## src/rtl/ovf_pkg.sv

```systemverilog
package ovf_pkg;

    typedef enum logic [1:0] {
        SPD_SINGLE = 2'd0,
        SPD_DOUBLE = 2'd1,
        SPD_QUAD   = 2'd2,
        SPD_RSVD   = 2'd3
    } speed_e;

    typedef enum logic [1:0] {
        MX_WATCH = 2'd0,
        MX_LAG   = 2'd1,
        MX_ARM   = 2'd2
    } mux_state_e;

    // scale of the hold window per speed setting (as a left shift)
    function automatic logic [1:0] speed_shift(input logic [1:0] spd);
        unique case (speed_e'(spd))
            SPD_DOUBLE: speed_shift = 2'd1;
            SPD_QUAD:   speed_shift = 2'd2;
            default:    speed_shift = 2'd0;
        endcase
    endfunction

endpackage

```

## src/rtl/ovf_hold_timer.sv

```systemverilog
module ovf_hold_timer #(
    parameter int BASE_FRAMES = 32768
) (
    input  logic       clk,
    input  logic       rst_n,
    input  logic       ovr_left,
    input  logic       ovr_right,
    input  logic       frame_tick,
    input  logic [1:0] speed,
    output logic       stat_l,
    output logic       stat_r
);
    import ovf_pkg::*;

    localparam int CNT_W = $clog2(BASE_FRAMES * 4 + 1);

    logic [CNT_W-1:0] remain;
    logic [CNT_W-1:0] limit;

    assign limit = CNT_W'(BASE_FRAMES) << speed_shift(speed);

    always_ff @(posedge clk or negedge rst_n) begin
        if (!rst_n) begin
            remain <= '0;
            stat_l <= 1'b0;
            stat_r <= 1'b0;
        end else if (ovr_left || ovr_right) begin
            remain <= limit;
            if (ovr_left)  stat_l <= 1'b1;
            if (ovr_right) stat_r <= 1'b1;
        end else if (frame_tick && remain != '0) begin
            remain <= remain - 1'b1;
            if (remain == CNT_W'(1)) begin
                stat_l <= 1'b0;
                stat_r <= 1'b0;
            end
        end
    end
endmodule

```

## src/rtl/ovf_pin_sequencer.sv

```systemverilog
module ovf_pin_sequencer (
    input  logic clk,
    input  logic rst_n,
    input  logic bclk_tick,
    input  logic lr_edge,
    input  logic lrck,
    input  logic fmt_i2s,
    input  logic stat_l,
    input  logic stat_r,
    output logic flag_pull_low
);
    import ovf_pkg::*;

    mux_state_e st, nxt;
    logic       pick_r;

    always_ff @(posedge clk or negedge rst_n) begin
        if (!rst_n) st <= MX_WATCH;
        else        st <= nxt;
    end

    always_comb begin
        nxt = st;
        unique case (st)
            MX_WATCH: if (lr_edge)   nxt = fmt_i2s ? MX_LAG : MX_ARM;
            MX_LAG:   if (bclk_tick) nxt = MX_ARM;
            MX_ARM:   if (bclk_tick) nxt = MX_WATCH;
            default:                 nxt = MX_WATCH;
        endcase
    end

    always_ff @(posedge clk or negedge rst_n) begin
        if (!rst_n) begin
            pick_r        <= 1'b0;
            flag_pull_low <= 1'b0;
        end else begin
            if (st == MX_WATCH && lr_edge)
                pick_r <= (lrck == fmt_i2s);
            if (st == MX_ARM && bclk_tick)
                flag_pull_low <= pick_r ? stat_r : stat_l;
        end
    end
endmodule

```

## src/rtl/ovf_flag_receiver.sv

```systemverilog
module ovf_flag_receiver (
    input  logic clk,
    input  logic rst_n,
    input  logic lr_edge,
    input  logic lrck,
    input  logic fmt_i2s,
    input  logic pin_low,
    output logic seen_left,
    output logic seen_right
);
    always_ff @(posedge clk or negedge rst_n) begin
        if (!rst_n) begin
            seen_left  <= 1'b0;
            seen_right <= 1'b0;
        end else if (lr_edge) begin
            if (lrck ^ fmt_i2s) seen_right <= pin_low;
            else                seen_left  <= pin_low;
        end
    end
endmodule

```

## src/rtl/ovr_flag_mux.sv

```systemverilog
module ovr_flag_mux #(
    parameter int BASE_FRAMES = 32768
) (
    input  logic       clk,
    input  logic       rst_n,
    input  logic       bclk_tick,
    input  logic       lrck,
    input  logic       ovr_left,
    input  logic       ovr_right,
    input  logic       fmt_i2s,
    input  logic [1:0] speed,
    output logic       flag_pull_low,
    output logic       seen_left,
    output logic       seen_right
);
    logic lrck_q;
    logic lr_edge;
    logic lrck_rise;
    logic stat_l;
    logic stat_r;

    always_ff @(posedge clk or negedge rst_n) begin
        if (!rst_n)         lrck_q <= 1'b0;
        else if (bclk_tick) lrck_q <= lrck;
    end

    assign lr_edge   = bclk_tick && (lrck != lrck_q);
    assign lrck_rise = lr_edge && lrck;

    ovf_hold_timer #(.BASE_FRAMES(BASE_FRAMES)) u_timer (
        .clk        (clk),
        .rst_n      (rst_n),
        .ovr_left   (ovr_left),
        .ovr_right  (ovr_right),
        .frame_tick (lrck_rise),
        .speed      (speed),
        .stat_l     (stat_l),
        .stat_r     (stat_r)
    );

    ovf_pin_sequencer u_seq (
        .clk           (clk),
        .rst_n         (rst_n),
        .bclk_tick     (bclk_tick),
        .lr_edge       (lr_edge),
        .lrck          (lrck),
        .fmt_i2s       (fmt_i2s),
        .stat_l        (stat_l),
        .stat_r        (stat_r),
        .flag_pull_low (flag_pull_low)
    );

    ovf_flag_receiver u_rx (
        .clk        (clk),
        .rst_n      (rst_n),
        .lr_edge    (lr_edge),
        .lrck       (lrck),
        .fmt_i2s    (fmt_i2s),
        .pin_low    (flag_pull_low),
        .seen_left  (seen_left),
        .seen_right (seen_right)
    );
endmodule

```

## config.mk

```make
export PLATFORM = sky130hd
export DESIGN_NAME = ovr_flag_mux
export DESIGN_NICKNAME = d
export VERILOG_FILES = /design/src/rtl/ovf_pkg.sv /design/src/rtl/ovf_hold_timer.sv /design/src/rtl/ovf_pin_sequencer.sv /design/src/rtl/ovf_flag_receiver.sv /design/src/rtl/ovr_flag_mux.sv
export SDC_FILE = /design/constraint.sdc
export NUM_CORES = 1
export LEC_CHECK = 0
export BUFFER_PORTS_ARGS = -buffer_cell sky130_fd_sc_hd__buf_2
export CELL_PAD_IN_SITES_DETAIL_PLACEMENT = 1
export CELL_PAD_IN_SITES_GLOBAL_PLACEMENT = 1
export CORE_MARGIN = 4
export CORE_UTILIZATION = 49
export CTS_CLUSTER_SIZE = 30
export DETAILED_ROUTE_END_ITERATION = 10
export PLACE_DENSITY = 0.93
export SLEW_MARGIN = 40
export SYNTH_ARGS = -nofsm -noshare
export SYNTH_HDL_FRONTEND = slang
export SYNTH_SLANG_ARGS = --single-unit
```

## constraint.sdc

```tcl
create_clock -name clk -period 4.8 [get_ports clk]
set_clock_uncertainty 0.05 [all_clocks]
set_input_delay 0.96 -clock clk [delete_from_list [all_inputs] [get_ports clk]]
set_output_delay 0.96 -clock clk [all_outputs]
set_load 0.01 [all_outputs]
```

==> metrics.md <==
| Metric | Value |
|---|---|
| Crit-path cells | nor4_1 -> nand3b_2 -> o21ai_2 -> o21ai_0 -> a21oi_1 |
| Hold Crit Class | reg -> reg |
| Largest net degree at the start of global routing | 28 |
| Max IR drop VDD | 181.9 uV |
| Crit path max-delay family | simple AND/OR/NAND/NOR gates |
| Bufs and invs on worst path | 0 |
| Longest Clk Path Bufs | 2 |
| DR iter-0 viols | 63 |
| Startpoint types | flop |
| Initial DRT Pass Iterations | 5 |
| Share of post-route cells with drive strength above 1 | 13.41% |
| Worst Min Path Start | u_timer.stat_l$_DFFE_PN0P_ |
| Kind of critical path | reg -> reg |
| Top_reg_cell synth | dfrtp_1 |
| Worst R2R End | u_timer.remain[9]$_DFFE_PN0P_ |
| Fin crit share | 47.94% |
| FF-to-FF setup slack | 2500 ps |
| Cell Area, Synth | 1554 um^2 |
| Row count | 20 |
| Crit-path slowest cell | nor4_1 |
| Finish-stage setup viols | 0 |
| Core Box Area | 3053 um^2 |
| Crit path required time | 5010 ps |
| Routed vias/inst | 5.973 |
| Cell taking the most area after synthesis | dfrtp_1 |
| Cells after Synth | 170 |
| Hold slack | 468.9 ps |
| DPL Wire Length | 2807 um |
| Die Y | 64.32 um |
| Vias in the first global route | 1383 |
| Starting density of the core | 50.90% |
| DIE AREA | 4136 um^2 |
| Final setup TNS | 0 ps |
| # clock sinks | 27 |
| Crit path from | u_timer.remain[10]$_DFFE_PN0P_ |
| Port bufs | 11 |
| Tot GR Track Use | 20.71% |
| Routed wire length | 3766 um |
| Crit Path Max Fanout | 7 |
| Reg area | 675.6 um^2 |
| Min Tclk post-route | 2301 ps |
| Status | finished clean |
| Max Cap Viol | 0 |
| CTS root buf | clkbuf_4 |
| Synth Net Count | 183 |
| Fin nets | 193 |
| Num ports | 12 |
| WL/cell | 16.89 um |
| Synthesis-stage register bit count | 27 |
| Sequential area share after synthesis | 43.48% |
| Fill count | 396 |
| Relative slew slack | 53.88% |
| Final Hold Vio Count | 0 |
| Reg2Reg Depth | 5 |
| Multi-input gate area | 828.3 um^2 |
| Clk pin slew, worst setup/hold paths | 150 ps |
| Post-synth EDFFs | 0 |
| H-tree depth | 1 |
| Postcts setup bufs | 0 |
| Via count | 1332 |
| Leakage power | 0.0007157 uW |
| Die width | 64.32 um |
| Fmax | 434.6 MHz |
| Slew Limit Fails | 0 |
| ANT cells | 0 |
| Worst Hold Endpoint | u_timer.stat_l$_DFFE_PN0P_ |
| Gpl congestion | 0.8567 |
| Post-synth top area share | 43.48% |
| Post-DRT Antenna Nets | 0 |
| Worst slew pin tran | 685.5 ps |
| Total CTS buffers | 3 |
| Antenna violations before repair | 0 |
| Setup crit end kind | flop |
| P per Cell Area | 288.6 nW/um^2 |
| Cts repair resizes | 0 |
| Asr flop ratio synth | 100.0% |
| RR Startpoint | u_timer.remain[10]$_DFFE_PN0P_ |
| Crit path arrival time | 2510 ps |
| Clk_lat worst skew | 330 ps |
| Yosys cell types | 39 |
| Hold_buf cts | 0 |
| Largest cells by area after synthesis | dfrtp_1 (43%), a21oi_1 (4.5%), nor2_1 (3.9%) |
| Hold path depth | 1 |
| CTS tree | done |
| Warnings, synthesis | 0 |
| Area grow syn2layout | 7.488% |
| Final core utilization | 54.71% |
| RSZ-0062 raised after global routing | false |
| CP peak stage delay | 650 ps |
| First-pass GRT wire length | 6637 um |
| Syn Area/Cell | 9.141 um^2 |
| Grt total ovfl | 0 |
| Residual DRC | 0 |
power breakdown:
part / total [uW] / internal (uW) / switching, uW
registers: 268 / 245 / 22.7
clock network: 101 / 32.7 / 67.9
logic: 114 / 45.0 / 68.5
total: 482 / 323 / 159
metrics by stage:
| stage | setup slack (ps) | std cells | power (uW) | instance area (um^2) |
|---|---|---|---|---|
| after detailed placement | 2197 | 219 | 385.9 | 1642 |
| after global placement | 2278 | 219 | 375.2 | 1642 |
| after global routing | 2318 | 223 | 514.3 | 1670 |
| after CTS | 2473 | 223 | 486.7 | 1668 |
| after floorplan | 2585 | 170 | 346.2 | 1554 |
| final | 2499 | 223 | 482.0 | 1670 |
worst reg2reg max path, cell delays in order, from the launching register on:
cell and delay [ps]:
dfrtp_1 470, nor4_1 650, nand3b_2 350, o21ai_2 380
o21ai_0 150, a21oi_1 180
cell usage after synthesis (2+ instances only):
master / instances
inv_1: 8
xor2_1: 5
nand3_1: 6
or2_2: 2
nand3b_1: 2
o21ai_0: 11
xnor2_1: 2
a31oi_1: 2
nor3_1: 4
ha_1: 4
dfrtp_1: 27
mux2i_1: 2
or4_1: 6
o21a_1: 8
a21oi_1: 14
nor4_1: 5
o31ai_1: 2
nand2b_1: 6
nor2_1: 16
clkbuf_1: 6
nor4_2: 2
o22ai_1: 2
nand2_1: 12
registers in the layout, summed over array words and instances (netlist names):
register             count
u_timer.stat_r           1
u_timer.remain          18
u_rx.seen_right          1
u_seq.st                 2
u_seq.pick_r             1
u_timer.stat_l           1
lrck_q                   1
u_seq.flag_pull_low      1
u_rx.seen_left           1
layer usage:
layer  up-vias  part of all wire, %  track usage, %
met2        25                   51           34.02
met1       664                   45           27.17
met3         4                  3.1           4.394
met5         -                    0               0
li1        639                    -               -
met4         0                  1.1           6.596
kinds of logic after synthesis:
logic type,share of synthesized area [%]
XOR/XNOR,3.945
flip-flops,43.48
adder cells (fa/ha/maj),3.221
buffers and inverters,3.382
AND/OR/NAND/NOR,24.96
AO/OA/AOI/OAI,19.73
multiplexers,1.288
layout by cell type, fill, tap and decap left out, types with 4 or more instances in the layout:
cell,instances
dfrtp_1,27
nor2_1,15
a21oi_1,14
nand2_1,12
o21ai_0,11
buf_2,11
inv_1,8
o21a_1,8
or4_1,6
nand3_1,6
nand2b_1,6
nor4_1,5
xor2_1,5
nor3_1,4
ha_1,4
layout make-up:
class	count	share of cell area, %
Multi-Input combinational cell	129	49.59
Sequential cell	27	40.45
Timing Repair Buffer	11	3.296
Tap cell	44	3.296
Inverter	8	1.798
Clock buffer	4	1.573
how the worst max path moves through the flow:
stage / depth (start not counted) / slack (ps) / end
final: 5 / 2500 / u_timer.remain[9]$_DFFE_PN0P_
after CTS: 5 / 2470 / u_timer.remain[9]$_DFFE_PN0P_
after floorplan: 5 / 2590 / u_timer.remain[17]$_DFFE_PN0P_
after detailed placement: 6 / 2200 / u_timer.remain[17]$_DFFE_PN0P_
after global routing: 5 / 2320 / u_timer.remain[9]$_DFFE_PN0P_
after global placement: 6 / 2280 / u_timer.remain[17]$_DFFE_PN0P_
(Power assumes the default switching activity.)
